--- src/rtl/seq_pkg.sv ---
// Package: shared phase encoding for the sequencer.
// Assumes: one-hot vector ordered {loading, mixing, output}.
package seq_pkg;
    typedef enum logic [2:0] {
        PH_LOAD = 3'b100,
        PH_INIT = 3'b010,
        PH_RUN  = 3'b001
    } phase_e;
endpackage

--- src/rtl/seq_lfsr.sv ---
// Module: seq_lfsr
// Fibonacci shift-register counter. It loads SEED on reset or restart and
// otherwise advances when adv is high.
// Assumes: FB_MASK selects the taps whose XOR becomes the new low bit.
module seq_lfsr #(
    parameter int unsigned W       = 6,
    parameter logic [W-1:0] FB_MASK = 6'b110000,
    parameter logic [W-1:0] SEED    = '1
) (
    input  logic         clk,
    input  logic         rst_n,
    input  logic         restart,
    input  logic         adv,
    output logic [W-1:0] q
);
    logic fb;

    // Feedback bit: parity of the tapped stages.
    always_comb fb = ^(q & FB_MASK);

    // State update: seed, shift, or hold.
    always_ff @(posedge clk) begin
        if (!rst_n || restart) q <= SEED;
        else if (adv)          q <= {q[W-2:0], fb};
    end
endmodule

--- src/rtl/seq_phase_fsm.sv ---
// Module: seq_phase_fsm
// Holds the one-hot phase. It moves loading -> mixing -> output when the
// counter matches the terminal state of the current phase, and requests a
// counter reseed on each move.
// Assumes: the counter is seeded on entry to each phase.
module seq_phase_fsm
    import seq_pkg::*;
#(
    parameter int unsigned  W         = 6,
    parameter logic [W-1:0] LOAD_TERM = '0,
    parameter logic [W-1:0] INIT_TERM = '0
) (
    input  logic         clk,
    input  logic         rst_n,
    input  logic [W-1:0] cnt,
    output phase_e       phase,
    output logic         restart
);
    phase_e phase_nx;

    // Next-phase decode from the terminal match.
    always_comb begin
        phase_nx = phase;
        restart  = 1'b0;
        unique case (phase)
            PH_LOAD: if (cnt == LOAD_TERM) begin phase_nx = PH_INIT; restart = 1'b1; end
            PH_INIT: if (cnt == INIT_TERM) begin phase_nx = PH_RUN;  restart = 1'b1; end
            default: phase_nx = PH_RUN;
        endcase
    end

    // Phase register; reset forces loading.
    always_ff @(posedge clk) begin
        if (!rst_n) phase <= PH_LOAD;
        else        phase <= phase_nx;
    end
endmodule

--- src/rtl/seq_enable_gen.sv ---
// Module: seq_enable_gen
// Builds the word-register enable and the two lane-start strobes from the
// phase and the counter state.
// Assumes: the counter holds SEED in the first cycle of each phase.
module seq_enable_gen
    import seq_pkg::*;
#(
    parameter int unsigned  W          = 6,
    parameter logic [W-1:0] SEED       = '1,
    parameter logic [W-1:0] LANE2_TERM = '0,
    parameter logic [W-1:0] WORD_TERM  = '0,
    parameter int unsigned  RUN_PERIOD = 5
) (
    input  logic         clk,
    input  logic         rst_n,
    input  phase_e       phase,
    input  logic [W-1:0] cnt,
    output logic         en,
    output logic         lane2_stb,
    output logic         word_stb
);
    localparam int unsigned RW = (RUN_PERIOD > 1) ? $clog2(RUN_PERIOD) : 1;
    localparam logic [RW-1:0] RLAST = RW'(RUN_PERIOD - 1);

    logic [RW-1:0] rcnt;

    // Modulo counter for the output phase; held at zero until output begins.
    always_ff @(posedge clk) begin
        if (!rst_n || phase != PH_RUN) rcnt <= '0;
        else if (rcnt == RLAST)        rcnt <= '0;
        else                           rcnt <= rcnt + 1'b1;
    end

    // Enable pattern selected by phase.
    always_comb begin
        unique case (phase)
            PH_LOAD: en = 1'b1;
            PH_INIT: en = (cnt != SEED);
            default: en = (rcnt == RLAST);
        endcase
    end

    // Lane-start strobes: single counter states inside loading.
    always_comb begin
        lane2_stb = (phase == PH_LOAD) && (cnt == LANE2_TERM);
        word_stb  = (phase == PH_LOAD) && (cnt == WORD_TERM);
    end
endmodule

--- src/rtl/lfsr_phase_sequencer.sv ---
// Module: lfsr_phase_sequencer (top)
// Three-phase sequencer timed by a shift-register counter. Terminal states
// are computed at elaboration from the phase lengths.
// Assumes: every length and strobe position is below 2**CNT_W - 1, and the
// strobe positions lie inside loading.
module lfsr_phase_sequencer
    import seq_pkg::*;
#(
    parameter int unsigned         LOAD_LEN   = 18,
    parameter int unsigned         INIT_LEN   = 36,
    parameter int unsigned         LANE2_AT   = 1,
    parameter int unsigned         WORD_AT    = 12,
    parameter int unsigned         RUN_PERIOD = 5,
    parameter int unsigned         CNT_W      = 6,
    parameter logic [CNT_W-1:0]    FB_MASK    = 6'b110000
) (
    input  logic clk,
    input  logic rst_n,
    output logic load_o,
    output logic init_o,
    output logic run_o,
    output logic en_o,
    output logic lane2_stb_o,
    output logic word_stb_o
);
    localparam logic [CNT_W-1:0] SEED = '1;

    // Counter state reached from SEED after n steps.
    function automatic logic [CNT_W-1:0] state_after(int unsigned n);
        logic [CNT_W-1:0] s;
        s = SEED;
        for (int unsigned i = 0; i < n; i++) s = {s[CNT_W-2:0], ^(s & FB_MASK)};
        return s;
    endfunction

    localparam logic [CNT_W-1:0] LOAD_TERM  = state_after(LOAD_LEN - 1);
    localparam logic [CNT_W-1:0] INIT_TERM  = state_after(INIT_LEN - 1);
    localparam logic [CNT_W-1:0] LANE2_TERM = state_after(LANE2_AT);
    localparam logic [CNT_W-1:0] WORD_TERM  = state_after(WORD_AT);

    phase_e           phase;
    logic             restart;
    logic [CNT_W-1:0] cnt;

    seq_lfsr #(.W(CNT_W), .FB_MASK(FB_MASK), .SEED(SEED)) lfsr_i (
        .clk(clk), .rst_n(rst_n), .restart(restart),
        .adv(phase != PH_RUN), .q(cnt)
    );

    seq_phase_fsm #(.W(CNT_W), .LOAD_TERM(LOAD_TERM), .INIT_TERM(INIT_TERM)) fsm_i (
        .clk(clk), .rst_n(rst_n), .cnt(cnt), .phase(phase), .restart(restart)
    );

    seq_enable_gen #(
        .W(CNT_W), .SEED(SEED), .LANE2_TERM(LANE2_TERM),
        .WORD_TERM(WORD_TERM), .RUN_PERIOD(RUN_PERIOD)
    ) engen_i (
        .clk(clk), .rst_n(rst_n), .phase(phase), .cnt(cnt),
        .en(en_o), .lane2_stb(lane2_stb_o), .word_stb(word_stb_o)
    );

    // Split the one-hot phase onto its flag ports.
    always_comb {load_o, init_o, run_o} = phase;
endmodule

--- config.mk ---
export PLATFORM = sky130hd
export DESIGN_NAME = lfsr_phase_sequencer
export DESIGN_NICKNAME = d
export VERILOG_FILES = /design/src/rtl/seq_pkg.sv /design/src/rtl/seq_lfsr.sv /design/src/rtl/seq_phase_fsm.sv /design/src/rtl/seq_enable_gen.sv /design/src/rtl/lfsr_phase_sequencer.sv
export SDC_FILE = /design/constraint.sdc
export NUM_CORES = 1
export LEC_CHECK = 0
export BUFFER_PORTS_ARGS = -buffer_cell sky130_fd_sc_hd__buf_2
export CORE_AREA = 2 2 39 41
export DETAILED_ROUTE_END_ITERATION = 7
export DIE_AREA = 0 0 41 43
export HOLD_SLACK_MARGIN = 0.06
export PLACE_DENSITY = 0.71
export SKIP_CTS_REPAIR_TIMING = 1
export SLEW_MARGIN = 0
export SYNTH_ARGS = -nofsm -noshare
export SYNTH_HDL_FRONTEND = slang
export SYNTH_HIERARCHICAL = 1
export SYNTH_SLANG_ARGS = --single-unit
--- constraint.sdc ---
create_clock -name clk -period 4.85 [get_ports clk]
set_clock_uncertainty 0.15 [all_clocks]
set_input_delay 0.2425 -clock clk [delete_from_list [all_inputs] [get_ports clk]]
set_output_delay 0.2425 -clock clk [all_outputs]
set_load 0.02 [all_outputs]
## After elaboration in Yosys (flattened, before gate mapping)

Index checks and enable logic that the tools add are counted.

| operators by class | value |
|---|---|
| div/mod/pow operators | 0 |
| add/subtract/negate cells | 1 |
| bitwise gates (word level) | 0 |
| mux-type cells | 7 |
| equality and inequality tests | 11 |
| multiply operators | 0 |
| $lt $le $gt $ge | 0 |
| reduce and logical (&&, ||, !) cells | 8 |
| shift operators | 0 |

Operator list:

| kind | number |
|---|---|
| == test 6 bit (second input constant) | 3 |
| == test 3 bit (second input constant) | 2 |
| == test 6 x 2 -> 1 bit (second input constant) | 1 |
| two-way mux 3 bit | 2 |
| inequality test 6 bit (second input constant) | 1 |
| one-hot mux 3 bit (2 select lines) | 1 |
| XOR reduction 6 bit | 1 |
| inequality test 2 bit (second input constant) | 2 |
| one-hot mux 1 bit (2 select lines) | 2 |
| adder 3 x 1 -> 3 bit (second input constant) | 1 |
| == test 3 x 2 -> 1 bit (second input constant) | 1 |
| inequality test 3 x 1 -> 1 bit (second input constant) | 1 |
| logical AND 1 bit | 2 |
| logical OR 1 bit | 2 |
| two-way mux 1 bit | 2 |
| AND reduction 2 bit | 1 |
| OR reduction 2 bit | 1 |
| zero test 1 bit | 1 |

| storage, ports and cells | value |
|---|---|
| latch bits | 0 |
| output and inout bits | 6 |
| register bits | 12 |
| input port bits | 2 |
| RAM bits | 0 |
| ROM bits | 0 |
| memories kept | 0 |

## Longest topological paths before layout

| depth | value |
|---|---|
| depth after elaboration | 4 |
| gate-level depth with buffers | 5 |

## By module

Netlist, hierarchy kept.

By module, submodules not included:

| module | area each (µm²) | instances | cells an instance |
|---|---|---|---|
| seq_lfsr | 245.2 | 1 | 21 |
| seq_enable_gen | 214.0 | 1 | 24 |
| seq_phase_fsm | 195.2 | 1 | 19 |
| lfsr_phase_sequencer | 8.8 | 1 | 1 |

## Least setup slack after synthesis

OpenSTA, ideal clock, no wires.

| path | value |
|---|---|
| path type | reg2out |
| start point | register fsm_i.phase[2] |
| end point | output lane2_stb_o |
| setup slack | 3.168 ns |
| cell stages (with the launch flop) | 3 |
| required time | 4.458 ns |
| arrival time | 1.289 ns |
| cell sequence | dfxtp_1 nand4bb_1 nor3_1 |

| on the way | value |
|---|---|
| word-level cells in the longest chain between the ends | 2 |

RTL lines:

| what | RTL line | text |
|---|---|---|
| start: declaration | seq_phase_fsm.sv:16 | `output phase_e phase,` |
| start signal: assignment | seq_phase_fsm.sv:35 | `else phase <= phase_nx;` |
| == test 3 bit | seq_enable_gen.sv:45 | `lane2_stb = (phase == PH_LOAD) && (cnt == LANE2_TERM);` |
| logical AND 1 bit | seq_enable_gen.sv:45 |  |
| end: declaration | lfsr_phase_sequencer.sv:23 | `output logic lane2_stb_o,` |

No other way between the ends.

## Worst setup path in the final report

| path | value |
|---|---|
| start point | register lfsr_i.q[0] |
| end point | output word_stb_o |

| on the way | value |
|---|---|
| word-level cells in the longest chain between the ends | 2 |

RTL lines:

| what | RTL line | text |
|---|---|---|
| start: declaration | seq_lfsr.sv:14 | `output logic [W-1:0] q` |
| start signal: assignment | seq_lfsr.sv:24 | `else if (adv) q <= {q[W-2:0], fb};` |
| == test 6 x 2 -> 1 bit | seq_enable_gen.sv:46 | `word_stb = (phase == PH_LOAD) && (cnt == WORD_TERM);` |
| logical AND 1 bit | seq_enable_gen.sv:46 |  |
| end: declaration | lfsr_phase_sequencer.sv:24 | `output logic word_stb_o` |

No other way between the ends.

==> out/results.ini <==
[status]
outcome=finished, final reports clean

[power_and_ir_drop]
leakage_uw=0.000323
comb_power_share_pct=15.0
seqPwrFrac_pct=55.0
cell_internal_pwr_uw=147
pwr-share-clk_pct=30.0
peakVddDrop_uv=142
switching_power_uw=56.0
power_density_nw_per_um2=274
p_sw_share_pct=27.6
finalPower_uw=203

[setup_path]
critPathLaunchType=flop
cp_max_fo=7
crit_path_end_kind=output pin
crit_arrival_ns=1.59
critPathKind=reg -> out
worstPathRequired_ns=4.46

[route]
num_vias=504
postRouteWirelength_um=1130
firstDrtPassIters=4
wl_per_cell_um=12.4
remaining_drc_errors=0
via_per_inst=5.54
drtIter0Drc=9
final_antenna_net_count=0

[placed_design]
gp_congestion=0.783
hpwl_um=813
port_buffers=7
place_area_um2=707
post-place-ws_ns=3.08

[sta]
hold_viol_final=0
timing.fmax_mhz=505
setup_tns_ns=0
slew_violations=0
fin_ws_ns=2.87
fin_crit_ns=1.98
final-setup-viol-count=0
slew_headroom_pct=75.3
period_share_pct=40.9
rsz0062_at_grt=no
worst_slew_pin_slew_ns=0.369

[layout]
syn2layout_area_growth_pct=11.5
antennaDiodeCount=0
drive_above_1_share_pct=22.7
final_area_um2=739
finalNetCount=81
fin_util_pct=53.4

[die]
fp.dieH_um=43
placement_rows=14
core_area_um2=1380
start_util_pct=47.9
die_area_um2=1760
num_io_pins=8
die_x_um=41

[logic_synthesis]
ys_top_cells_by_count=12 x dfxtp_1, 9 x nand2_1, 5 x mux2i_1
synth_edf_count=0
synth_nets=69
synth_area_um2=663
yosysTopAreaCellShare_pct=36.2
synth_most_common_cell=dfxtp_1
postSynth.asyncResetShare_pct=0
synth-seq-cells=12
yosysWarnings=6
seq_area_frac_synth_pct=36.2
ys_types=30
ys.flop_type=dfxtp_1
synth_area_leader_cell=dfxtp_1
synthTopCellsByArea=dfxtp_1 36%, mux2i_1 7.5%, nor4b_4 7.2%
syn_inst=65
syn_area_per_cell_um2=10.2

[global_route]
grt_first_pass_wirelength_um=1890
grt_pass1_vias=471
track_usage_pct=16.2
grt_overflow=0
antenna_found_initial=0
grt_max_degree=11

[clock_network]
cts_root_buffer=clkbuf_4
clk-insertion-delay-late_ns=0.28
cts_tree=yes
clk_path_buf_depth=2
cts_num_sinks=12
htreeDepth=1
cts_inserted_buffers=3
clk_pin_slew_worst_paths_ns=0.07

[flow_run]
maxCapViolCount=0

[worst_hold_path]
hold_path.class=reg -> reg

metal layers:
metal | track usage, % | routed length, um
met5 | 0 | 0
met2 | 23.8 | 544
met1 | 18.7 | 521
met4 | 10.0 | 27
met3 | 6.28 | 33
area by class of cell:
class / count / area [um2]
Multi-Input combinational cell: 50 / 404
Tap cell: 16 / 20.0
Timing Repair Buffer: 8 / 45.0
Sequential cell: 12 / 240
Inverter: 2 / 7.51
Fill cell: 130 / 644
Clock buffer: 3 / 22.5
sequential cells by signal (all words and copies together) (netlist names):
register and cells:
fsm_i/phase 3, lfsr_i/q 6, engen_i/rcnt 3
path summary, 6_finish.rpt:
| kind | cells past startpoint | endpoint | from | slack, ns |
|---|---|---|---|---|
| worst max-delay path | 3 | word_stb_o | lfsr_i/q[0]$_SDFFE_PP1P_ | 2.87 |
| worst min-delay path | 1 | engen_i/rcnt[0]$_SDFF_PP0_ | engen_i/rcnt[0]$_SDFF_PP0_ | 0.30 |
| worst max register to register | 5 | lfsr_i/q[0]$_SDFFE_PP1P_ | lfsr_i/q[0]$_SDFFE_PP1P_ | 3.07 |
| worst min register to register | 1 | engen_i/rcnt[0]$_SDFF_PP0_ | engen_i/rcnt[0]$_SDFF_PP0_ | 0.30 |
critical path, cell delays in order, from the launching register on:
cell and delay [ns]:
dfxtp_1 0.52, or4b_4 0.51, nor3_2 0.10, buf_2 0.18
layout by cell type (no fill, tap or decap), types with 2 or more instances in the layout:
| master | count |
|---|---|
| xnor2_1 | 4 |
| dfxtp_1 | 12 |
| buf_2 | 7 |
| nor2_1 | 2 |
| nor2b_1 | 3 |
| clkbuf_4 | 3 |
| nor4b_4 | 2 |
| inv_1 | 2 |
| nand2_1 | 9 |
| a21oi_1 | 2 |
| mux2i_1 | 5 |
| nor4bb_1 | 2 |
| ha_1 | 2 |
| nand2b_1 | 2 |
through the flow:
step | instances | hold slack (ns)
3_3_place_gp | 87 | 0.286
6_report | 91 | 0.299
4_1_cts | 90 | 0.0186
3_5_place_dp | 87 | 0.294
2_1_floorplan | 65 | 0.154
5_1_grt | 91 | 0.334
power by group through the flow:
| stage | Sequential, uW | Combinational, uW | Clock (uW) |
|---|---|---|---|
| finish | 112 | 30.4 | 60.8 |
| global route | 112 | 33.2 | 67.4 |
| global placement | 114 | 29.8 | 0 |
| floorplan | 113 | 21.6 | 0 |
| CTS | 112 | 30.0 | 63.8 |
| detailed placement | 114 | 29.8 | 0 |
logic make-up (layout without fill, tap and decap cells):
group	count (synthesis)	in the layout	synth area share, %
and+or+nand+nor	31	31	35.7
DFF	12	12	36.2
AOI/OAI and AO/OA	8	8	8.68
muxes	5	5	7.55
xor gates and xnor gates	4	4	5.28
buffers and inverters	3	13	2.83
adders and majority gates	2	2	3.77
(Power assumes the default switching activity.)
